File: config.mk
export PLATFORM = sky130hd
export DESIGN_NAME = flash_guard
export DESIGN_NICKNAME = d
export VERILOG_FILES = /design/src/rtl/flash_guard_pkg.sv /design/src/rtl/fg_cfg_latch.sv /design/src/rtl/fg_enable_bank.sv /design/src/rtl/fg_region_map.sv /design/src/rtl/fg_policy.sv /design/src/rtl/flash_guard.sv
export SDC_FILE = /design/constraint.sdc
export NUM_CORES = 1
export LEC_CHECK = 0
export BUFFER_PORTS_ARGS = -buffer_cell sky130_fd_sc_hd__buf_2
export CORE_ASPECT_RATIO = 0.5
export CORE_MARGIN = 3
export CORE_UTILIZATION = 50
export DETAILED_ROUTE_END_ITERATION = 8
export PLACE_DENSITY = 0.8
export SLEW_MARGIN = 20
export SYNTH_ARGS = -nofsm -noshare
export SYNTH_HDL_FRONTEND = slang
export SYNTH_SLANG_ARGS = --single-unit
File: constraint.sdc
create_clock -name clk -period 1.8 [get_ports clk]
set_clock_uncertainty 0.2 [all_clocks]
set_input_delay 0.27 -clock clk [delete_from_list [all_inputs] [get_ports clk]]
set_output_delay 0.27 -clock clk [all_outputs]
set_load 0.02 [all_outputs]
File: src/rtl/flash_guard_pkg.sv
package flash_guard_pkg;

    localparam int ADDR_W     = 20;
    localparam int REG_W      = 16;
    localparam int VOTE_W     = 3;
    localparam int PSEC_BYTES = 8192;
    localparam int DSEC_BYTES = 512;
    localparam int DATA_BYTES = 8192;

    localparam logic [ADDR_W-1:0] BOOT_MAX  = 20'h077FF;
    localparam logic [ADDR_W-1:0] CODE_TOP  = 20'h3FFFF;
    localparam logic [ADDR_W-1:0] DATA_BASE = 20'hD0000;
    localparam logic [ADDR_W-1:0] DATA_LAST = DATA_BASE + ADDR_W'(DATA_BYTES - 1);

    localparam int PSEC_N      = (int'(CODE_TOP) + 1) / PSEC_BYTES;
    localparam int DSEC_N      = DATA_BYTES / DSEC_BYTES;
    localparam int PSEC_IDX_W  = $clog2(PSEC_N);
    localparam int DSEC_IDX_W  = $clog2(DSEC_N);
    localparam int PSEC_SHIFT  = $clog2(PSEC_BYTES);
    localparam int DSEC_SHIFT  = $clog2(DSEC_BYTES);
    localparam int PROG_REGS   = PSEC_N / REG_W;
    localparam int DATA_REGS   = DSEC_N / REG_W;
    localparam int NUM_REGS    = PROG_REGS + DATA_REGS;
    localparam int SEL_W       = $clog2(NUM_REGS + 1);
    localparam int PWORD_W     = 2 * VOTE_W;

    typedef enum logic [1:0] {
        RGN_NONE = 2'd0,
        RGN_BOOT = 2'd1,
        RGN_CODE = 2'd2,
        RGN_DATA = 2'd3
    } region_e;

    typedef enum logic {
        REQ_CPU = 1'b0,
        REQ_EXT = 1'b1
    } requester_e;

    // Packed MSB first: read vote occupies [5:3], write vote [2:0].
    typedef struct packed {
        logic [VOTE_W-1:0] rd_vote;
        logic [VOTE_W-1:0] wr_vote;
    } prot_word_t;

    typedef struct packed {
        logic              valid;
        requester_e        who;
        logic              write;
        logic [ADDR_W-1:0] addr;
    } access_t;

    typedef struct packed {
        region_e               rgn;
        logic [PSEC_IDX_W-1:0] psec;
        logic [DSEC_IDX_W-1:0] dsec;
    } locate_t;

    typedef struct packed {
        logic grant;
        logic deny;
    } verdict_t;

    typedef struct packed {
        logic wr_lock;
        logic rd_lock;
    } global_lock_t;

    // True when two or more of the three vote bits are clear.
    function automatic logic majority_clear(input logic [VOTE_W-1:0] v);
        int zeros;
        zeros = 0;
        for (int i = 0; i < VOTE_W; i++) begin
            if (!v[i]) zeros++;
        end
        return (zeros * 2 > VOTE_W);
    endfunction

    function automatic logic [ADDR_W-1:0] limit_boot(input logic [ADDR_W-1:0] a);
        return (a > BOOT_MAX) ? BOOT_MAX : a;
    endfunction

endpackage

File: src/rtl/fg_cfg_latch.sv
module fg_cfg_latch
    import flash_guard_pkg::*;
(
    input  logic               clk,
    input  logic               rst,
    input  logic [ADDR_W-1:0]  boot_end_in,
    input  logic [PWORD_W-1:0] prot_in,
    output logic [ADDR_W-1:0]  boot_end,
    output global_lock_t       locks
);

    prot_word_t        pword_q;
    logic [ADDR_W-1:0] boot_q;

    // Tracks configuration while reset is held; frozen afterwards.
    always_ff @(posedge clk) begin
        if (rst) begin
            boot_q  <= limit_boot(boot_end_in);
            pword_q <= prot_word_t'(prot_in);
        end
    end

    always_comb begin
        boot_end      = boot_q;
        locks.wr_lock = majority_clear(pword_q.wr_vote);
        locks.rd_lock = majority_clear(pword_q.rd_vote);
    end

    p_boot_clamped_r3: assert property (@(posedge clk) disable iff (rst)
        boot_q <= BOOT_MAX);

    p_cfg_frozen_r10: assert property (@(posedge clk) disable iff (rst)
        !$past(rst) |-> ($stable(boot_q) && $stable(pword_q)));

endmodule

File: src/rtl/fg_enable_bank.sv
module fg_enable_bank
    import flash_guard_pkg::*;
(
    input  logic              clk,
    input  logic              rst,
    input  logic              we,
    input  logic [SEL_W-1:0]  sel,
    input  logic [REG_W-1:0]  wdata,
    output logic [PSEC_N-1:0] prog_en,
    output logic [DSEC_N-1:0] data_en
);

    genvar g;
    generate
        for (g = 0; g < PROG_REGS; g++) begin : g_prog
            logic [REG_W-1:0] r;
            always_ff @(posedge clk) begin
                if (rst) begin
                    r <= '0;
                end else if (we && (sel == SEL_W'(g))) begin
                    r <= wdata;
                end
            end
            assign prog_en[g*REG_W +: REG_W] = r;
        end

        for (g = 0; g < DATA_REGS; g++) begin : g_data
            logic [REG_W-1:0] r;
            always_ff @(posedge clk) begin
                if (rst) begin
                    r <= '0;
                end else if (we && (sel == SEL_W'(PROG_REGS + g))) begin
                    r <= wdata;
                end
            end
            assign data_en[g*REG_W +: REG_W] = r;
        end
    endgenerate

    p_enables_cleared_r1: assert property (@(posedge clk) disable iff (rst)
        $past(rst) |-> (prog_en == '0 && data_en == '0));

    p_unused_sel_r11: assert property (@(posedge clk) disable iff (rst)
        (we && int'(sel) >= NUM_REGS) |=> ($stable(prog_en) && $stable(data_en)));

endmodule

File: src/rtl/fg_region_map.sv
module fg_region_map
    import flash_guard_pkg::*;
(
    input  logic [ADDR_W-1:0] addr,
    input  logic [ADDR_W-1:0] boot_end,
    output locate_t           loc
);

    logic [ADDR_W-1:0] data_off;
    logic              in_boot;
    logic              in_code;
    logic              in_data;

    always_comb begin
        data_off = addr - DATA_BASE;
        in_boot  = (addr <= boot_end);
        in_code  = !in_boot && (addr <= CODE_TOP);
        in_data  = (addr >= DATA_BASE) && (addr <= DATA_LAST);

        if (in_boot)      loc.rgn = RGN_BOOT;
        else if (in_code) loc.rgn = RGN_CODE;
        else if (in_data) loc.rgn = RGN_DATA;
        else              loc.rgn = RGN_NONE;

        loc.psec = addr[PSEC_SHIFT +: PSEC_IDX_W];
        loc.dsec = data_off[DSEC_SHIFT +: DSEC_IDX_W];
    end

endmodule

File: src/rtl/fg_policy.sv
module fg_policy
    import flash_guard_pkg::*;
(
    input  access_t           req,
    input  locate_t           loc,
    input  logic [PSEC_N-1:0] prog_en,
    input  logic [DSEC_N-1:0] data_en,
    input  global_lock_t      locks,
    output verdict_t          verdict
);

    logic ok_read;
    logic ok_write;
    logic section_open;
    logic ok;

    always_comb begin
        unique case (loc.rgn)
            RGN_CODE: section_open = prog_en[loc.psec];
            RGN_DATA: section_open = data_en[loc.dsec];
            default:  section_open = 1'b0;
        endcase

        ok_read  = (loc.rgn != RGN_NONE) && !(req.who == REQ_EXT && locks.rd_lock);
        ok_write = section_open && !locks.wr_lock;
        ok       = req.write ? ok_write : ok_read;

        verdict.grant = req.valid && ok;
        verdict.deny  = req.valid && !ok;
    end

endmodule

File: src/rtl/flash_guard.sv
module flash_guard
    import flash_guard_pkg::*;
(
    input  logic               clk,
    input  logic               rst,
    input  logic [ADDR_W-1:0]  cfg_boot_end,
    input  logic [PWORD_W-1:0] cfg_prot_word,
    input  logic               reg_we,
    input  logic [SEL_W-1:0]   reg_sel,
    input  logic [REG_W-1:0]   reg_wdata,
    input  logic               acc_valid,
    input  logic               acc_ext,
    input  logic               acc_write,
    input  logic [ADDR_W-1:0]  acc_addr,
    output logic               acc_grant,
    output logic               acc_err
);

    logic [ADDR_W-1:0] boot_end;
    global_lock_t      locks;
    logic [PSEC_N-1:0] prog_en;
    logic [DSEC_N-1:0] data_en;
    access_t           req;
    locate_t           loc;
    verdict_t          verdict_d;
    verdict_t          verdict_q;

    always_comb begin
        req.valid = acc_valid;
        req.who   = acc_ext ? REQ_EXT : REQ_CPU;
        req.write = acc_write;
        req.addr  = acc_addr;
    end

    fg_cfg_latch u_cfg (
        .clk         (clk),
        .rst         (rst),
        .boot_end_in (cfg_boot_end),
        .prot_in     (cfg_prot_word),
        .boot_end    (boot_end),
        .locks       (locks)
    );

    fg_enable_bank u_bank (
        .clk     (clk),
        .rst     (rst),
        .we      (reg_we),
        .sel     (reg_sel),
        .wdata   (reg_wdata),
        .prog_en (prog_en),
        .data_en (data_en)
    );

    fg_region_map u_map (
        .addr     (req.addr),
        .boot_end (boot_end),
        .loc      (loc)
    );

    fg_policy u_policy (
        .req     (req),
        .loc     (loc),
        .prog_en (prog_en),
        .data_en (data_en),
        .locks   (locks),
        .verdict (verdict_d)
    );

    always_ff @(posedge clk) begin
        if (rst) verdict_q <= '0;
        else     verdict_q <= verdict_d;
    end

    assign acc_grant = verdict_q.grant;
    assign acc_err   = verdict_q.deny;

    p_one_verdict_r9: assert property (@(posedge clk) disable iff (rst)
        acc_valid |=> (acc_grant != acc_err));

    p_quiet_idle_r9: assert property (@(posedge clk) disable iff (rst)
        !acc_valid |=> (!acc_grant && !acc_err));

    p_boot_locked_r2: assert property (@(posedge clk) disable iff (rst)
        (acc_valid && acc_write && loc.rgn == RGN_BOOT) |=> acc_err);

    p_global_wr_lock_r6: assert property (@(posedge clk) disable iff (rst)
        (acc_valid && acc_write && locks.wr_lock) |=> !acc_grant);

    p_unmapped_r8: assert property (@(posedge clk) disable iff (rst)
        (acc_valid && loc.rgn == RGN_NONE) |=> acc_err);

    p_cpu_read_r7: assert property (@(posedge clk) disable iff (rst)
        (acc_valid && !acc_write && !acc_ext && loc.rgn != RGN_NONE) |=> acc_grant);

endmodule

==> results.txt <==
- The worst setup path is launched from a flip-flop.
* Category of the critical setup timing path: flip-flop to flip-flop
* Reg-to-reg critical path endpoint: acc_err
* Port Buf Inserts: 71
* Total non-filler cell area in the finished layout: 4880 um^2
- The largest total area in the synthesized netlist belongs to sky130_fd_sc_hd__dfxtp_1.
- The pre-antenna-repair detailed-routing pass consisted of 4 iterations.
* Maximum level of the CTS H-tree: 3
* Area occupied by multi-input gates: 1870 um^2
* Number of pins exceeding their max-slew limit in the final report: 0
* Minimum clock period: 2150 ps
- Number of global-route vias before repair: 2987
- The Yosys step of the flow raised 0 warnings.
- Cell-by-cell trace of the critical path: inv_2, ha_4, nor2b_4, o211ai_1, a21oi_2, a211o_1, a21oi_2, o21ai_1, o21ba_1
* Number of cells produced by synthesis: 385
* RSZ-0062 raised after global routing: true
* Clock transition at the register clock pins on the worst setup and hold paths after CTS: 60 ps
- Slowest CP cell: sky130_fd_sc_hd__edfxtp_1
- Register-to-register setup slack: -350 ps
- TritonCTS built the clock tree.
* Clock Tree Root: sky130_fd_sc_hd__clkbuf_16
- Per report_power, the sequential group accounts for 45.1% of the total.
* Signal arrival time at the worst endpoint: 2170 ps
* Post-CTS Setup Repair Bufs: 0
* Highest Clock Rate: 0.465 GHz
- Summing all flip-flop and latch instances after layout gives 1780 um^2.
- Yosys top cell area share: 27.0%
* Static leakage: 2.06 nW
- The final critical path takes up 119% of the cycle.
* Initial antenna violation count: 0
* Fraction of registers with async set/reset: 0%
- Dominant cell type by count on the critical path: sky130_fd_sc_hd__a21oi_2
- Summed instance area of the synthesized netlist: 3710 um^2
* Psw: 0.000976 W
- Insertion delay to the later sink of the worst-skew pair: 330 ps
- Critical Path RT: 1820 ps
* Largest buffer count on any clock path: 2
* Number of cells in the finished layout apart from fillers: 588
- Die width: 128 um
* Type of element capturing the critical path: flip-flop
* Netlist cell types: 42
- Start point of the critical path: u_cfg.boot_end[1]
- Worst Reg-to-Reg Cells: 9
* Remaining number of nets flagged by the antenna check after routing: 0
* Max IR drop VDD: 585 uV
- The first global-routing pass estimated 14100 um of wire.
- Die outline height: 66.9 um
* Launch instance of the worst register-to-register path: u_cfg.boot_end[1]
* Total track usage: 21.5%
- Final global-route overflow total: 0
* Starting DRT DRC Count: 192
- Growth of design area from synthesis to finish: 31.8%
* Ratio of routed vias to standard cells: 5.30
* Total number of vias: 3118
- For this run, the leading register cell type out of synthesis is sky130_fd_sc_hd__dfxtp_1.
- Of all nets on the critical path, the largest fanout is 2.
- The filler cells instantiated in the layout total 516.
- HPWL after detailed placement: 6580 um
- Number of I/O pins: 72
- Fraction of power spent switching nets: 23.3%
* Diodes inserted: 0
- Number of endpoints with negative hold slack in the final report: 0
- Path category of the worst min-delay check: input pin to flip-flop
* Post-route worst setup slack: -350 ps
- The flow ran to the end, but the final reports show violations.
* Fraction of power consumed by combinational cells: 12.8%
- Slew Limit Headroom: 65.5%
- Syn Area/Cell: 9.63 um^2
* Critical path destination: acc_err
- Post-synthesis register bit count: 76
- Across the run, the number of max-cap violations was 0.
- Clock tree synthesis found a total of 76 sinks.
- Sequential element share of the synthesized area: 48.1%
- Layout cells sized above 1: 27.2%
- Residual DRC: 0
- The congestion estimate from routability-driven global placement came to 0.832.
- Worst Tran Pin Value: 518 ps
* Area enclosed by the die boundary: 8540 um^2
* Slowest stage delay, CP: 380 ps
* Clock network fraction of total power: 42.1%
* Starting Density: 53.4%
- Largest net degree at the start of global routing: 30
* Drt wl/cell: 15.3 um
* Post-Place Cell Area: 4350 um^2
- The worst hold path begins at cfg_boot_end[5].
- Internal power comes to 0.00321 W.
- The total area inside the core boundary comes to 6940 um^2.
* Wirelength, routed: 9000 um
- Row generation in the floorplan step produced 21 rows.
* Violated checks: setup timing
* Area contributors post-synth: sky130_fd_sc_hd__dfxtp_1 (27%), sky130_fd_sc_hd__edfxtp_1 (21%), sky130_fd_sc_hd__nand2_1 (11%)
- The number of placed instances, taps included, is 560.
* # setup viols final: 2
- At the end of the flow, the number of nets in the layout was 586.
- Overall power consumption after layout is estimated at 0.00419 W.
* Number of synthesized flops with an enable pin: 26
* Pwr per Cell Area: 857 nW/um^2
* CTS Buf Count: 9
-- state kept, by name (all words and copies together) (netlist names) --
signal           cells
u_bank.g_prog.r     32
u_cfg.boot_end      20
u_bank.data_en      16
u_cfg.pword_q        6
acc_err              1
acc_grant            1
-- cell usage in the layout, fill, tap and decap left out, types with 2 or more instances in the layout --
| cell type | netlist | layout |
|---|---|---|
| sky130_fd_sc_hd__o211ai_1 | 2 | 2 |
| sky130_fd_sc_hd__nand2b_1 | 12 | 12 |
| sky130_fd_sc_hd__ha_4 | 0 | 6 |
| sky130_fd_sc_hd__o21ai_0 | 2 | 2 |
| sky130_fd_sc_hd__o21ai_1 | 3 | 3 |
| sky130_fd_sc_hd__ha_1 | 24 | 18 |
| sky130_fd_sc_hd__mux4_2 | 5 | 5 |
| sky130_fd_sc_hd__or3_1 | 4 | 4 |
| sky130_fd_sc_hd__buf_12 | 0 | 3 |
| sky130_fd_sc_hd__dfxtp_1 | 50 | 50 |
| sky130_fd_sc_hd__a311oi_1 | 2 | 2 |
| sky130_fd_sc_hd__buf_2 | 2 | 71 |
| sky130_fd_sc_hd__dlygate4sd3_1 | 0 | 13 |
| sky130_fd_sc_hd__inv_1 | 26 | 24 |
| sky130_fd_sc_hd__conb_1 | 1 | 5 |
| sky130_fd_sc_hd__a21oi_2 | 0 | 2 |
| sky130_fd_sc_hd__buf_4 | 0 | 23 |
| sky130_fd_sc_hd__edfxtp_1 | 26 | 26 |
| sky130_fd_sc_hd__clkbuf_16 | 0 | 11 |
| sky130_fd_sc_hd__nand3_1 | 2 | 2 |
| sky130_fd_sc_hd__and4_4 | 0 | 2 |
| sky130_fd_sc_hd__inv_2 | 0 | 2 |
| sky130_fd_sc_hd__a21oi_1 | 57 | 55 |
| sky130_fd_sc_hd__mux4_1 | 7 | 7 |
| sky130_fd_sc_hd__nand4_1 | 4 | 4 |
| sky130_fd_sc_hd__nand3b_1 | 3 | 3 |
| sky130_fd_sc_hd__nor2_1 | 4 | 3 |
| sky130_fd_sc_hd__nor3_2 | 0 | 2 |
| sky130_fd_sc_hd__mux2i_1 | 5 | 5 |
| sky130_fd_sc_hd__nand2_1 | 104 | 103 |
| sky130_fd_sc_hd__and3b_1 | 2 | 2 |
| sky130_fd_sc_hd__clkinv_4 | 0 | 2 |
-- metal layers --
| metal | global-route usage [%] | up-vias | wire, um |
|---|---|---|---|
| li1 | - | 1560 | - |
| met1 | 26.7 | 1458 | 3900 |
| met2 | 38.1 | 89 | 4410 |
| met3 | 5.20 | 11 | 593 |
| met4 | 5.29 | 0 | 104 |
| met5 | 0 | - | 0 |
-- cell families after synthesis --
kind of cell,synth area share [%]
and+or+nand+nor,18.6
DFF,48.1
AOI/OAI and AO/OA,10.8
buffers and inverters,4.93
adders and majority gates,8.10
muxes,9.35
other,0.101
-- repair_timing --
item / in CTS / in global routing
hold buffers: 12 / 1
resized for setup: 10 / 5
hold endpoints to repair: 12 / 1
pin swaps: 4 / 1
endpoints found under the setup margin: 2 / 2
-- critical path: cells and delay by family, from the launching register on --
family | cells | cell delay [ps]
AOI/OAI and AO/OA | 6 | 1070
DFF | 1 | 380
adders and majority gates | 1 | 200
and+or+nand+nor | 1 | 120
buffers and inverters | 1 | 80
-- synthesized netlist by cell type, types with 4 or more instances --
master	n
sky130_fd_sc_hd__ha_1	24
sky130_fd_sc_hd__a21oi_1	57
sky130_fd_sc_hd__nand4_1	4
sky130_fd_sc_hd__mux4_2	5
sky130_fd_sc_hd__nor2_1	4
sky130_fd_sc_hd__mux2i_1	5
sky130_fd_sc_hd__clkbuf_1	13
sky130_fd_sc_hd__or3_1	4
sky130_fd_sc_hd__nand2_1	104
sky130_fd_sc_hd__mux4_1	7
sky130_fd_sc_hd__edfxtp_1	26
sky130_fd_sc_hd__nand2b_1	12
sky130_fd_sc_hd__inv_1	26
sky130_fd_sc_hd__dfxtp_1	50
-- per-stage QoR --
stage          hold WS (ps)  setup WS (ps)  util [%]  TNS [ps]
2_1_floorplan           169          -89.9         -      -126
3_3_place_gp            240           -288      62.7     -1280
3_5_place_dp            245           -410      62.7     -1950
4_1_cts                1.74           -247      69.9      -430
5_1_grt              0.0208           -416      70.4      -773
6_report               7.23           -350      70.4      -635
-- final cells by class --
| class | instances | share of cell area (%) |
|---|---|---|
| clock buffer | 11 | 5.64 |
| clock inverter | 4 | 0.615 |
| inverter | 26 | 2.00 |
| multi-input combinational | 269 | 38.2 |
| sequential | 76 | 36.5 |
| tap | 92 | 2.36 |
| timing repair buffer | 110 | 14.7 |
-- how the worst min path moves through the flow --
| stage | end | slack (ps) | cells past startpoint |
|---|---|---|---|
| final | u_cfg.boot_end[5] | 7 | 2 |
| after global routing | u_cfg.boot_end[7] | 0.02 | 2 |
| after CTS | u_cfg.boot_end[9] | 2 | 2 |
| after detailed placement | u_bank.g_prog[0].r[9] | 240 | 2 |
| after global placement | u_bank.g_prog[0].r[4] | 240 | 2 |
| after floorplan | u_cfg.pword_q[0] | 170 | 0 |
-- power groups by stage --
stage	clock, W	combinational [W]	sequential, W
2_1_floorplan	0	0.000245	0.00191
3_3_place_gp	0	0.000454	0.00192
3_5_place_dp	0	0.000469	0.00192
4_1_cts	0.00180	0.000515	0.00189
5_1_grt	0.00186	0.000589	0.00189
6_report	0.00176	0.000535	0.00189
Note: power is estimated with default switching activity, not from simulation.
